$ cat src/rtl/refresh_timer_pkg.sv
package refresh_timer_pkg;

  typedef enum logic [1:0] {
    REG_CTRL  = 2'd0,
    REG_COUNT = 2'd1,
    REG_LIMIT = 2'd2,
    REG_SPARE = 2'd3
  } reg_sel_e;

  typedef enum logic [1:0] {
    MODE_OFF  = 2'd0,
    MODE_AUTO = 2'd1,
    MODE_SELF = 2'd2
  } refresh_mode_e;

  localparam int unsigned SEL_W       = 3;
  localparam int unsigned EN_BIT      = 3;
  localparam int unsigned MODE_BIT    = 4;
  localparam int unsigned OVF_CLR_BIT = 7;

  // Divide ratio selected by the clock-select code; 0 means stopped.
  function automatic int unsigned div_ratio(input logic [SEL_W-1:0] sel);
    case (sel)
      3'd1:    return 4;
      3'd2:    return 16;
      3'd3:    return 64;
      3'd4:    return 256;
      3'd5:    return 1024;
      3'd6:    return 2048;
      3'd7:    return 4096;
      default: return 0;
    endcase
  endfunction

  function automatic refresh_mode_e decode_mode(input logic enable, input logic self_sel);
    if (!enable)      return MODE_OFF;
    else if (self_sel) return MODE_SELF;
    else               return MODE_AUTO;
  endfunction

endpackage

$ cat src/rtl/rt_prescaler.sv
module rt_prescaler
  import refresh_timer_pkg::*;
#(
  parameter int unsigned PRE_W = 12
) (
  input  logic             clk,
  input  logic             rst_n,
  input  logic             restart,
  input  logic [SEL_W-1:0] clk_sel,
  output logic             tick
);
  logic [PRE_W-1:0] phase_q;
  logic [PRE_W-1:0] terminal;

  always_comb begin
    terminal = PRE_W'(div_ratio(clk_sel) - 1);
    tick     = (clk_sel != '0) && (phase_q == terminal);
  end

  always_ff @(posedge clk or negedge rst_n) begin
    if (!rst_n)               phase_q <= '0;
    else if (restart)         phase_q <= '0;
    else if (clk_sel == '0)   phase_q <= '0;
    else if (tick)            phase_q <= '0;
    else                      phase_q <= phase_q + 1'b1;
  end
endmodule

$ cat src/rtl/rt_counter.sv
module rt_counter #(
  parameter int unsigned CNT_W = 8
) (
  input  logic             clk,
  input  logic             rst_n,
  input  logic             tick,
  input  logic             load,
  input  logic [CNT_W-1:0] load_val,
  input  logic [CNT_W-1:0] limit,
  output logic [CNT_W-1:0] count,
  output logic             match
);
  assign match = tick && (count == limit);

  always_ff @(posedge clk or negedge rst_n) begin
    if (!rst_n)     count <= '0;
    else if (load)  count <= load_val;
    else if (match) count <= '0;
    else if (tick)  count <= count + 1'b1;
  end
endmodule

$ cat src/rtl/rt_request.sv
module rt_request (
  input  logic clk,
  input  logic rst_n,
  input  logic match,
  input  logic auto_en,
  input  logic exit_evt,
  input  logic ack,
  input  logic ovf_clr,
  output logic new_req,
  output logic pending,
  output logic overflow
);
  assign new_req = (match && auto_en) || exit_evt;

  always_ff @(posedge clk or negedge rst_n) begin
    if (!rst_n) begin
      pending  <= 1'b0;
      overflow <= 1'b0;
    end else begin
      pending  <= (pending && !ack) || new_req;
      overflow <= (overflow && !ovf_clr) || (new_req && pending && !ack);
    end
  end
endmodule

$ cat src/rtl/sdram_refresh_timer.sv
module sdram_refresh_timer
  import refresh_timer_pkg::*;
#(
  parameter int unsigned CNT_W = 8,
  parameter int unsigned PRE_W = 12
) (
  input  logic             clk,
  input  logic             rst_n,
  input  logic             wr_en,
  input  logic [1:0]       wr_addr,
  input  logic [CNT_W-1:0] wr_data,
  input  logic             ack,
  output logic             refresh_req,
  output logic             self_refresh_hold,
  output logic             overflow,
  output logic [CNT_W-1:0] count_value
);
  logic [SEL_W-1:0] clk_sel;
  logic             en_q;
  logic             self_q;
  logic [CNT_W-1:0] limit_q;
  logic             ctrl_wr;
  logic             cnt_wr;
  logic             limit_wr;
  logic             ovf_clr;
  logic             exit_evt;
  logic             auto_en;
  logic             tick;
  logic             match_evt;
  logic             new_req;
  refresh_mode_e    mode_now;

  assign ctrl_wr  = wr_en && (wr_addr == REG_CTRL);
  assign cnt_wr   = wr_en && (wr_addr == REG_COUNT);
  assign limit_wr = wr_en && (wr_addr == REG_LIMIT);
  assign ovf_clr  = ctrl_wr && wr_data[OVF_CLR_BIT];

  assign mode_now = decode_mode(en_q, self_q);
  assign auto_en  = (mode_now == MODE_AUTO);
  assign self_refresh_hold = (mode_now == MODE_SELF);
  assign exit_evt = ctrl_wr && (mode_now == MODE_SELF) &&
                    (decode_mode(wr_data[EN_BIT], wr_data[MODE_BIT]) == MODE_AUTO);

  always_ff @(posedge clk or negedge rst_n) begin
    if (!rst_n) begin
      clk_sel <= '0;
      en_q    <= 1'b0;
      self_q  <= 1'b0;
      limit_q <= '0;
    end else begin
      if (ctrl_wr) begin
        clk_sel <= wr_data[SEL_W-1:0];
        en_q    <= wr_data[EN_BIT];
        self_q  <= wr_data[MODE_BIT];
      end
      if (limit_wr) limit_q <= wr_data;
    end
  end

  rt_prescaler #(.PRE_W(PRE_W)) u_pre (
    .clk(clk), .rst_n(rst_n), .restart(ctrl_wr), .clk_sel(clk_sel), .tick(tick)
  );

  rt_counter #(.CNT_W(CNT_W)) u_cnt (
    .clk(clk), .rst_n(rst_n), .tick(tick), .load(cnt_wr), .load_val(wr_data),
    .limit(limit_q), .count(count_value), .match(match_evt)
  );

  rt_request u_req (
    .clk(clk), .rst_n(rst_n), .match(match_evt), .auto_en(auto_en),
    .exit_evt(exit_evt), .ack(ack), .ovf_clr(ovf_clr), .new_req(new_req),
    .pending(refresh_req), .overflow(overflow)
  );
endmodule

$ cat config.mk
export PLATFORM = sky130hd
export DESIGN_NAME = sdram_refresh_timer
export DESIGN_NICKNAME = d
export VERILOG_FILES = /design/src/rtl/refresh_timer_pkg.sv /design/src/rtl/rt_prescaler.sv /design/src/rtl/rt_counter.sv /design/src/rtl/rt_request.sv /design/src/rtl/sdram_refresh_timer.sv
export SDC_FILE = /design/constraint.sdc
export NUM_CORES = 1
export LEC_CHECK = 0
export BUFFER_PORTS_ARGS = -buffer_cell sky130_fd_sc_hd__buf_4
export CORE_ASPECT_RATIO = 1.1
export CORE_MARGIN = 2
export CORE_UTILIZATION = 40
export DETAILED_ROUTE_END_ITERATION = 10
export GPL_TIMING_DRIVEN = 0
export PLACE_DENSITY = 0.68
export SLEW_MARGIN = 20
export SYNTH_ARGS = -nofsm -noshare
export SYNTH_HDL_FRONTEND = slang
export SYNTH_SLANG_ARGS = --single-unit
$ cat constraint.sdc
create_clock -name clk -period 5.84 [get_ports clk]
set_input_delay 1.168 -clock clk [delete_from_list [all_inputs] [get_ports clk]]
set_output_delay 1.168 -clock clk [all_outputs]
set_load 0.03 [all_outputs]
Word level (Yosys, flattened, before mapping)
Cells that the tools add are included.
{ "word_totals": {"register_bits": 35, "output_inout_bits": 11, "wordCells": 58} }
{ "op_classes": {"add_sub_neg": 3, "n_eq_ne": 14, "muxes": 11, "reduce_logical": 22} }
{ "op_table": {"columns": ["cell", "count"], "rows": [
  ["$pmux 12 s7", 1],
  ["$mux 12", 3],
  ["$mux 8", 3],
  ["$logic_and 1x1->1", 13],
  ["$add 12x1->12 const B", 1],
  ["$eq 12x12->1", 1],
  ["$eq 3x3->1 const B", 4],
  ["$sub 12x1->12 const B", 1],
  ["$add 8x1->8 const B", 1],
  ["$eq 8x8->1", 1],
  ["$mux 2", 4],
  ["$eq 2x1->1 const B", 3],
  ["$eq 3x2->1 const B", 2],
  ["$reduce_bool 3->1", 2],
  ["$eq 2x2->1 const B", 2],
  ["$eq 3x1->1 const B", 1],
  ["$logic_not 3->1", 1],
  ["$logic_or 1x1->1", 3],
  ["$logic_not 1->1", 2],
  ["$logic_not 2->1", 1]
]} }

Depth between registers and ports, before layout
Gate-level depths: netlist of the first run.
{ "depth": {"word_depth": 11, "depth_mapped": 13, "depth_no_buf": 9} }

By module
Synthesis of the first run repeated with hierarchy kept, for this count alone.
{ "unflattened": {"cells_unflattened": 234, "area_unflattened_um2": 2314.7} }
{ "by_module_without_submodules": {"columns": ["module", "instances", "cells_each", "area_each_um2"], "rows": [
  ["rt_prescaler", 1, 102, 932.1],
  ["rt_counter", 1, 90, 752.0],
  ["sdram_refresh_timer", 1, 34, 540.5],
  ["rt_request", 1, 8, 90.1]
]} }

Worst setup path after synthesis of the first run
No wires, ideal clock.
{ "synth_path": {"kind": "register to register", "from": "register clk_sel[1]", "to": "register u_cnt.count[6]", "setup_time_ps": 82, "arrival_ps": 2711, "required_ps": 5758, "path_slack_ps": 3047, "stages_incl_launch_ff": 10, "cell_sequence": "dfrtp_1 > or3b_2 > ha_1 > clkbuf_2 > o21ba_2 > a211o_1 > a21oi_1 > o311ai_2 > or4_1 > a31oi_1"} }
{ "synth_via": {"elab_chain_cells": 8} }
{ "synth_rtl": {"columns": ["item", "line_no", "text"], "rows": [
  ["from (decl)", "sdram_refresh_timer.sv:18", "logic [SEL_W-1:0] clk_sel;"],
  ["from (signal assigned)", "sdram_refresh_timer.sv:52", "clk_sel <= wr_data[SEL_W-1:0];"],
  ["$eq 3x3->1, or another cell as far along", "refresh_timer_pkg.sv:23", "case (sel)"],
  ["$pmux 12 s7", "refresh_timer_pkg.sv:23", null],
  ["$sub 12x1->12", "rt_prescaler.sv:16", "terminal = PRE_W'(div_ratio(clk_sel) - 1);"],
  ["$eq 12x12->1", "rt_prescaler.sv:17", "tick = (clk_sel != '0) && (phase_q == terminal);"],
  ["$logic_and 1x1->1 (*)", "rt_prescaler.sv:17", null],
  ["$logic_and 1x1->1", "rt_counter.sv:13", "assign match = tick && (count == limit);"],
  ["$mux 8", "rt_counter.sv:18", "else if (match) count <= '0;"],
  ["$mux 8", "rt_counter.sv:17", "else if (load) count <= load_val;"],
  ["to (signal assigned)", "rt_counter.sv:17", null],
  ["to (signal assigned)", "rt_counter.sv:19", "else if (tick) count <= count + 1'b1;"],
  ["to (decl)", "rt_counter.sv:10", "output logic [CNT_W-1:0] count,"]
]} }
Every way passes the cells marked *; elsewhere a longest branch is shown, timed or not.
A chain may end at the register's enable or synchronous reset.

Final worst setup path of the first run
{ "layout_path": {"from": "register clk_sel[1]", "to": "register u_cnt.count[4]"} }
Same word-level chain as after synthesis.

==> results of run 1 <==
[worst register-to-register path, stage by stage, from the launching register on]
cell      delay [ps]
dfrtp_1          460
or3b_2           530
ha_1             210
clkbuf_2         170
o21ba_2          210
a211o_1          260
a21oi_1          180
o311ai_2         240
or4b_1           570
a31oi_1          200
[final cells by class]
class,count,area [µm²],area share (%)
tap,58,72.57,2.922
inverter,4,15.01,0.6045
multi-input combinational,154,1130,45.49
clock inverter,2,35.03,1.411
buffer,10,92.59,3.728
sequential,35,875.8,35.26
timing repair buffer,24,180.2,7.254
clock buffer,6,82.58,3.325
[power by group through the flow]
stage | registers (mW) | clock network [mW] | logic, mW
global route | 0.333 | 0.244 | 0.243
detailed placement | 0.330 | 0 | 0.217
CTS | 0.325 | 0.231 | 0.218
floorplan | 0.335 | 0 | 0.145
global placement | 0.328 | 0 | 0.213
finish | 0.325 | 0.227 | 0.216
[layout by cell type, fill, tap and decap left out, types with 2 or more instances in the layout]
cell type / instances
dfrtp_1: 35
nor2_1: 29
buf_4: 25
xnor2_1: 13
mux2_2: 13
o21ai_0: 10
xor2_1: 9
nand4_1: 7
a31oi_1: 7
nand2_1: 6
clkbuf_8: 6
buf_6: 5
nand3_1: 5
or4b_1: 5
inv_1: 4
and3_1: 4
a21oi_1: 3
nand3b_1: 3
ha_1: 3
and4bb_2: 2
and3_2: 2
or3_2: 2
nor3_1: 2
and2_1: 2
mux2i_1: 2
[state kept, by name (all words and copies together) (netlist names)]
register and count:
clk_sel 3, en_q 1, limit_q 8, self_q 1, u_cnt.count 8, u_pre.phase_q 12, u_req.overflow 1, u_req.pending 1
[kinds of logic (layout without fill, tap and decap cells)]
kind of cell / Yosys count / in the layout / share of synthesized area, %
AO/OA/AOI/OAI: 32 / 32 / 10.98
XOR/XNOR: 22 / 22 / 9.140
adder cells (fa/ha/maj): 3 / 3 / 1.781
buffers and inverters: 14 / 46 / 5.103
flip-flops: 35 / 35 / 41.54
multiplexers: 15 / 15 / 7.893
AND/OR/NAND/NOR: 82 / 82 / 23.56
[worst max path at each step]
stage                                 from                          to  cells after the start
finish              clk_sel[1]$_DFFE_PN0P_  u_cnt.count[4]$_DFFE_PN0P_                      9
global route        clk_sel[1]$_DFFE_PN0P_  u_cnt.count[4]$_DFFE_PN0P_                      9
CTS                 clk_sel[1]$_DFFE_PN0P_  u_cnt.count[4]$_DFFE_PN0P_                      9
detailed placement  clk_sel[1]$_DFFE_PN0P_  u_cnt.count[4]$_DFFE_PN0P_                      9
global placement    clk_sel[1]$_DFFE_PN0P_  u_cnt.count[7]$_DFFE_PN0P_                      9
floorplan           clk_sel[1]$_DFFE_PN0P_  u_cnt.count[6]$_DFFE_PN0P_                      9
[metal layers]
| metal | track usage (%) | share of wire (%) | vias up |
|---|---|---|---|
| met2 | 25.86 | 47 | 32 |
| met5 | 0 | 0 | - |
| met3 | 3.388 | 3.6 | 6 |
| met4 | 4.444 | 1.3 | 0 |
| met1 | 23.67 | 48 | 766 |
| li1 | - | - | 799 |
==> metrics, run 1 <==
outcome complete, no violations; Max IR drop VDD 0.1145 mV; top cell type's share of synthesized area 41.54%; WS Path Type register to register; PortBufs 24; starting DRC count in detailed routing between 150 and 200; Max Fclk 321.2 MHz; pre-CTS setup slack around 2800 ps; min Tclk post-route roughly 3100 ps; top_reg_cell synth dfrtp_1; Yosys cell types 52; Placement Cell Area approximately 2400 µm²; Pint ~530 µW; Worst-path clk slew ~80 ps; most frequent cells after synthesis dfrtp_1 (35), nor2_1 (29), mux2_2 (13), xnor2_1 (13), o21ai_0 (10); final cell count without fillers approximately 290; Post-DRT Antenna Nets 0; first-pass GRT wire length between 7 and 8 mm; hold_ws between 500 and 600 ps; WP data required 6040 ps; Hold Vio Cnt, Final 0; Worst setup EP type register; Reg power frac between 40% and 50%; gr usage total 16.75%; CTS Sinks 35; Layout Utilization between 40% and 50%; Gate power share between 20% and 30%; DR vias roughly 1600; Switching Fraction 31.58%; die width 73.22 µm; hold path depth 1; sequential share of the synthesized area between 40 and 50%; worst r2r src clk_sel[1]$_DFFE_PN0P_; cell total after placement between 200 and 300; endpoints failing setup 0; worst skew pair latency roughly 290 ps; tightest slew margin relative to the limit 58.44%; CTS resizes 0; Starting Density between 40% and 50%; row count 27; synthesized cell area approximately 2100 µm²; vias in the first global route 1617; final worst setup slack 2727 ps; FF-to-FF setup slack 2730 ps; vias per cell 5.471; Reg2Reg Capture Point u_cnt.count[4]$_DFFE_PN0P_; Crit path largest cell delay roughly 570 ps; DRC violations left 0; Mapped Cells just over 200; CTS buffer count 5; hpwl dp around 3.1 mm; Worst-Margin Slew about 620 ps; Hold-fix buffers, CTS 0; leak pwr ~1.1 nW; Fillers approximately 470; die area slightly below 6000 µm²; Max Cap Viol 0; drt first pass iters 4; FF+latch count, synth 35; clock group share of total power 29.6%; Final period util 53.31%; largest net degree at the start of global routing 36; syn_area_per_cell just over 10 µm²; Synth area leaders dfrtp_1 (42%), mux2_2 (6.9%), xnor2_1 (5.4%); CTS max path bufs 2; final instance area 2484 µm²; worst endpoint data arrival time roughly 3300 ps; CP max stage cell or4b_1; total net switching power ~240 µW; Hold Path Class register to register; critical path buffer and inverter count 1; crit-path max FO 8; area of the core around 5000 µm²; initial antenna violation count 0; Final nets ~250; antenna diode count 0; Reg2Reg Depth 9; Crit path max-delay family simple AND/OR/NAND/NOR gates; Die Height between 80 and 90 µm; post-synth net total 220; CTS tree built; DR WL/cell between 10 and 15 µm; cell taking the most area after synthesis dfrtp_1; H-tree lvl count 2; hold endpoint u_req.overflow$_DFF_PN0_; total wire length between 4 and 5 mm; I/O pins 25; PD cells 309.2 nW/µm²; most common cell in the netlist dfrtp_1; yosys warns 0; Synth-to-Final Area Change 17.80%; clock skew 8.621 ps; Post-CTS Setup Bufs 0; Worst Setup Start Kind register; RSZ-0062 raised after global routing no; Async SR Flop Fraction between 90% and 100%; CP cell instances or3b_2 > ha_1 > clkbuf_2 > o21ba_2 > a211o_1 > a21oi_1 > o311ai_2 > or4b_1 > a31oi_1; EDFF count, synth 0; layout cells sized above 1 between 20 and 30%; total congestion overflow 0; overall power 767.9 µW; CTS root buffer clkbuf_8; fin. max-slew vios 0; hold_sp u_req.overflow$_DFF_PN0_; Post-Route Setup TNS 0 ps; GP Congestion between 0.7 and 0.8
Power figures use the tool's default switching activity.
==> run 2: changes to the inputs <==
==> constraint.sdc (replaced) <==
create_clock -name clk -period 2.9 [get_ports clk]
set_input_delay 0.58 -clock clk [delete_from_list [all_inputs] [get_ports clk]]
set_output_delay 0.58 -clock clk [all_outputs]
set_load 0.03 [all_outputs]
==> run 2 against run 1 <==
Net effect:
- largest cell class unchanged
- routed wire length up 3.2%
- sequential power up 99%
- combinational power grew 120%
- final area increased by 2.5%
- flip-flop and latch count unchanged
- global-route usage up 0.31 points
- worst setup slack got worse by 2600 ps
==> metrics, run 2 (synthesis results as in run 1) <==
total congestion overflow 0; WP data required ~3100 ps; Post-DRT Antenna Nets 0; die area 5868 µm²; Hold Vio Cnt, Final 0; layout cells sized above 1 around a third; Final period util 96.57%; met3 wire length around 110 µm; Layout Utilization between 50% and 60%; vias in the first global route 1633; FF-to-FF setup slack 100 ps; largest reg by FF count u_pre.phase_q; Max Fclk around 360 MHz; die width between 70 and 80 µm; crit path to u_cnt.count[4]$_DFFE_PN0P_; cell total after placement about 290; Reg2Reg Capture Point u_cnt.count[4]$_DFFE_PN0P_; worst skew pair latency 290 ps; Hold Path Class input port to asynchronous set/reset pin; gr usage total ~17%; first-pass GRT wire length a little under 8 mm; PD cells 621.4 nW/µm²; Worst setup EP type register; critical path startpoint clk_sel[1]$_DFFE_PN0P_; worst endpoint data arrival time 3000 ps; hpwl dp between 3 and 4 mm; largest registers u_pre.phase_q x12, limit_q x8, u_cnt.count x8; max reg flops 12; DRC violations left 0; area of the core slightly above 5000 µm²; CTS max path bufs 2; starting DRC count in detailed routing 217; drt first pass iters 4; endpoints failing setup 0; vias per cell between 5 and 6; tightest slew margin relative to the limit between 50% and 60%; CTS Sinks 35; H-tree lvl count 2; RSZ-0062 raised after global routing no; Final nets ~260; Worst-Margin Slew between 600 and 700 ps; Highest Signal Layer met4; CTS root buffer clkbuf_8; Max Cap Viol 0; Worst Setup Start Kind register; Post-Route Setup TNS 0 ps; WL met1 approximately 2.3 mm; CTS tree built; antenna diode count 0; outcome complete, no violations; clock skew roughly 8 ps; row count 27; CTS buffer count 5; Synth-to-Final Area Change 20.77%; met2 WL about 2.1 mm; GP Congestion 0.7907; crit-path max FO 8; Starting Density 41.88%; Worst-path clk slew approximately 80 ps; total wire length roughly 4.5 mm; largest net degree at the start of global routing 36; commonest non-fill, non-tap cell in the layout dfrtp_1; worst r2r src clk_sel[1]$_DFFE_PN0P_; final cell count without fillers 297; fin. max-slew vios 0; DR vias roughly 1600; Die Height between 80 and 90 µm; leak pwr 1.088 nW; DR WL/cell approximately 15 µm; Max IR drop VDD between 0.2 and 0.25 mV; PortBufs 24; I/O pins 25; WS Path Type register to register; most frequent cells in the layout dfrtp_1 (32), buf_4 (30), nor2_1 (29); Reg2Reg Depth 8; min Tclk post-route between 2000 and 3000 ps; initial antenna violation count 0
-- run 2: cell count changes in the layout (fill, tap and decap cells not counted) --
cell / previous run / this run
ha_1: 3 / 2
buf_4: 25 / 30
a21oi_1: 3 / 2
o311ai_4: 0 / 1
ha_4: 0 / 1
dfrtp_2: 0 / 3
dfrtp_1: 35 / 32
o311ai_2: 1 / 0
clkbuf_2: 1 / 0
a21oi_2: 1 / 2
-- run 2: layer usage --
layer / track usage, % / vias to the layer above
li1: - / 804
met1: 24.37 / 784
met2: 26.13 / 22
met3: 3.388 / 6
met4: 4.444 / 0
met5: 0 / -
-- run 2: repair_timing --
item / CTS / global route
hold buffers: 0 / 0
pin swaps: 2 / 3
setup buffers: 5 / 0
endpoints found under the setup margin: 9 / 20
gates resized for setup: 5 / 2
-- run 2: area by class of cell --
type                            instances  area, µm²
Buffer                                  9      87.58
Clock inverter                          2      35.03
Multi-Input combinational cell        154       1156
Timing Repair Buffer                   29      217.7
Fill cell                             466       2487
Clock buffer                            6      82.58
Inverter                                4      15.01
Sequential cell                        35      879.6
Tap cell                               58      72.57
-- run 2: worst min-delay path by stage --
stage,from,slack (ps),endpoint
finish,rst_n,230,u_cnt.count[5]$_DFFE_PN0P_
detailed placement,u_req.overflow$_DFF_PN0_,500,u_req.overflow$_DFF_PN0_
CTS,rst_n,250,u_pre.phase_q[11]$_DFF_PN0_
floorplan,rst_n,280,clk_sel[0]$_DFFE_PN0P_
global route,rst_n,270,u_cnt.count[5]$_DFFE_PN0P_
global placement,self_q$_DFFE_PN0P_,500,self_q$_DFFE_PN0P_
-- run 2: where the power goes --
| group | leakage [nW] | switching, mW | internal (mW) |
|---|---|---|---|
| Clock | 0.0612 | 0.179 | 0.278 |
| Combinational | 0.599 | 0.241 | 0.238 |
| Sequential | 0.428 | 0.0819 | 0.564 |
| Total | 1.09 | 0.502 | 1.08 |
-- run 2: through the flow --
| step | power (mW) | setup slack (ps) | hold slack (ps) | area [µm²] |
|---|---|---|---|---|
| 2_1_floorplan | 0.9671 | 107.3 | 284.4 | 2108 |
| 3_3_place_gp | 1.089 | -152.9 | 496.6 | 2361 |
| 3_5_place_dp | 1.101 | -153.0 | 497.2 | 2361 |
| 4_1_cts | 1.584 | 4.566 | 249.2 | 2529 |
| 5_1_grt | 1.683 | 8.746 | 268.5 | 2546 |
| 6_report | 1.582 | 99.44 | 233.7 | 2546 |
-- run 2: critical path, stage by stage (launching register included) --
cell and delay [ps]:
dfrtp_2 410, or3b_2 530, ha_4 220, o21ba_2 190
a211o_1 280, a21oi_2 190, o311ai_4 150, or4b_1 540
a31oi_1 200
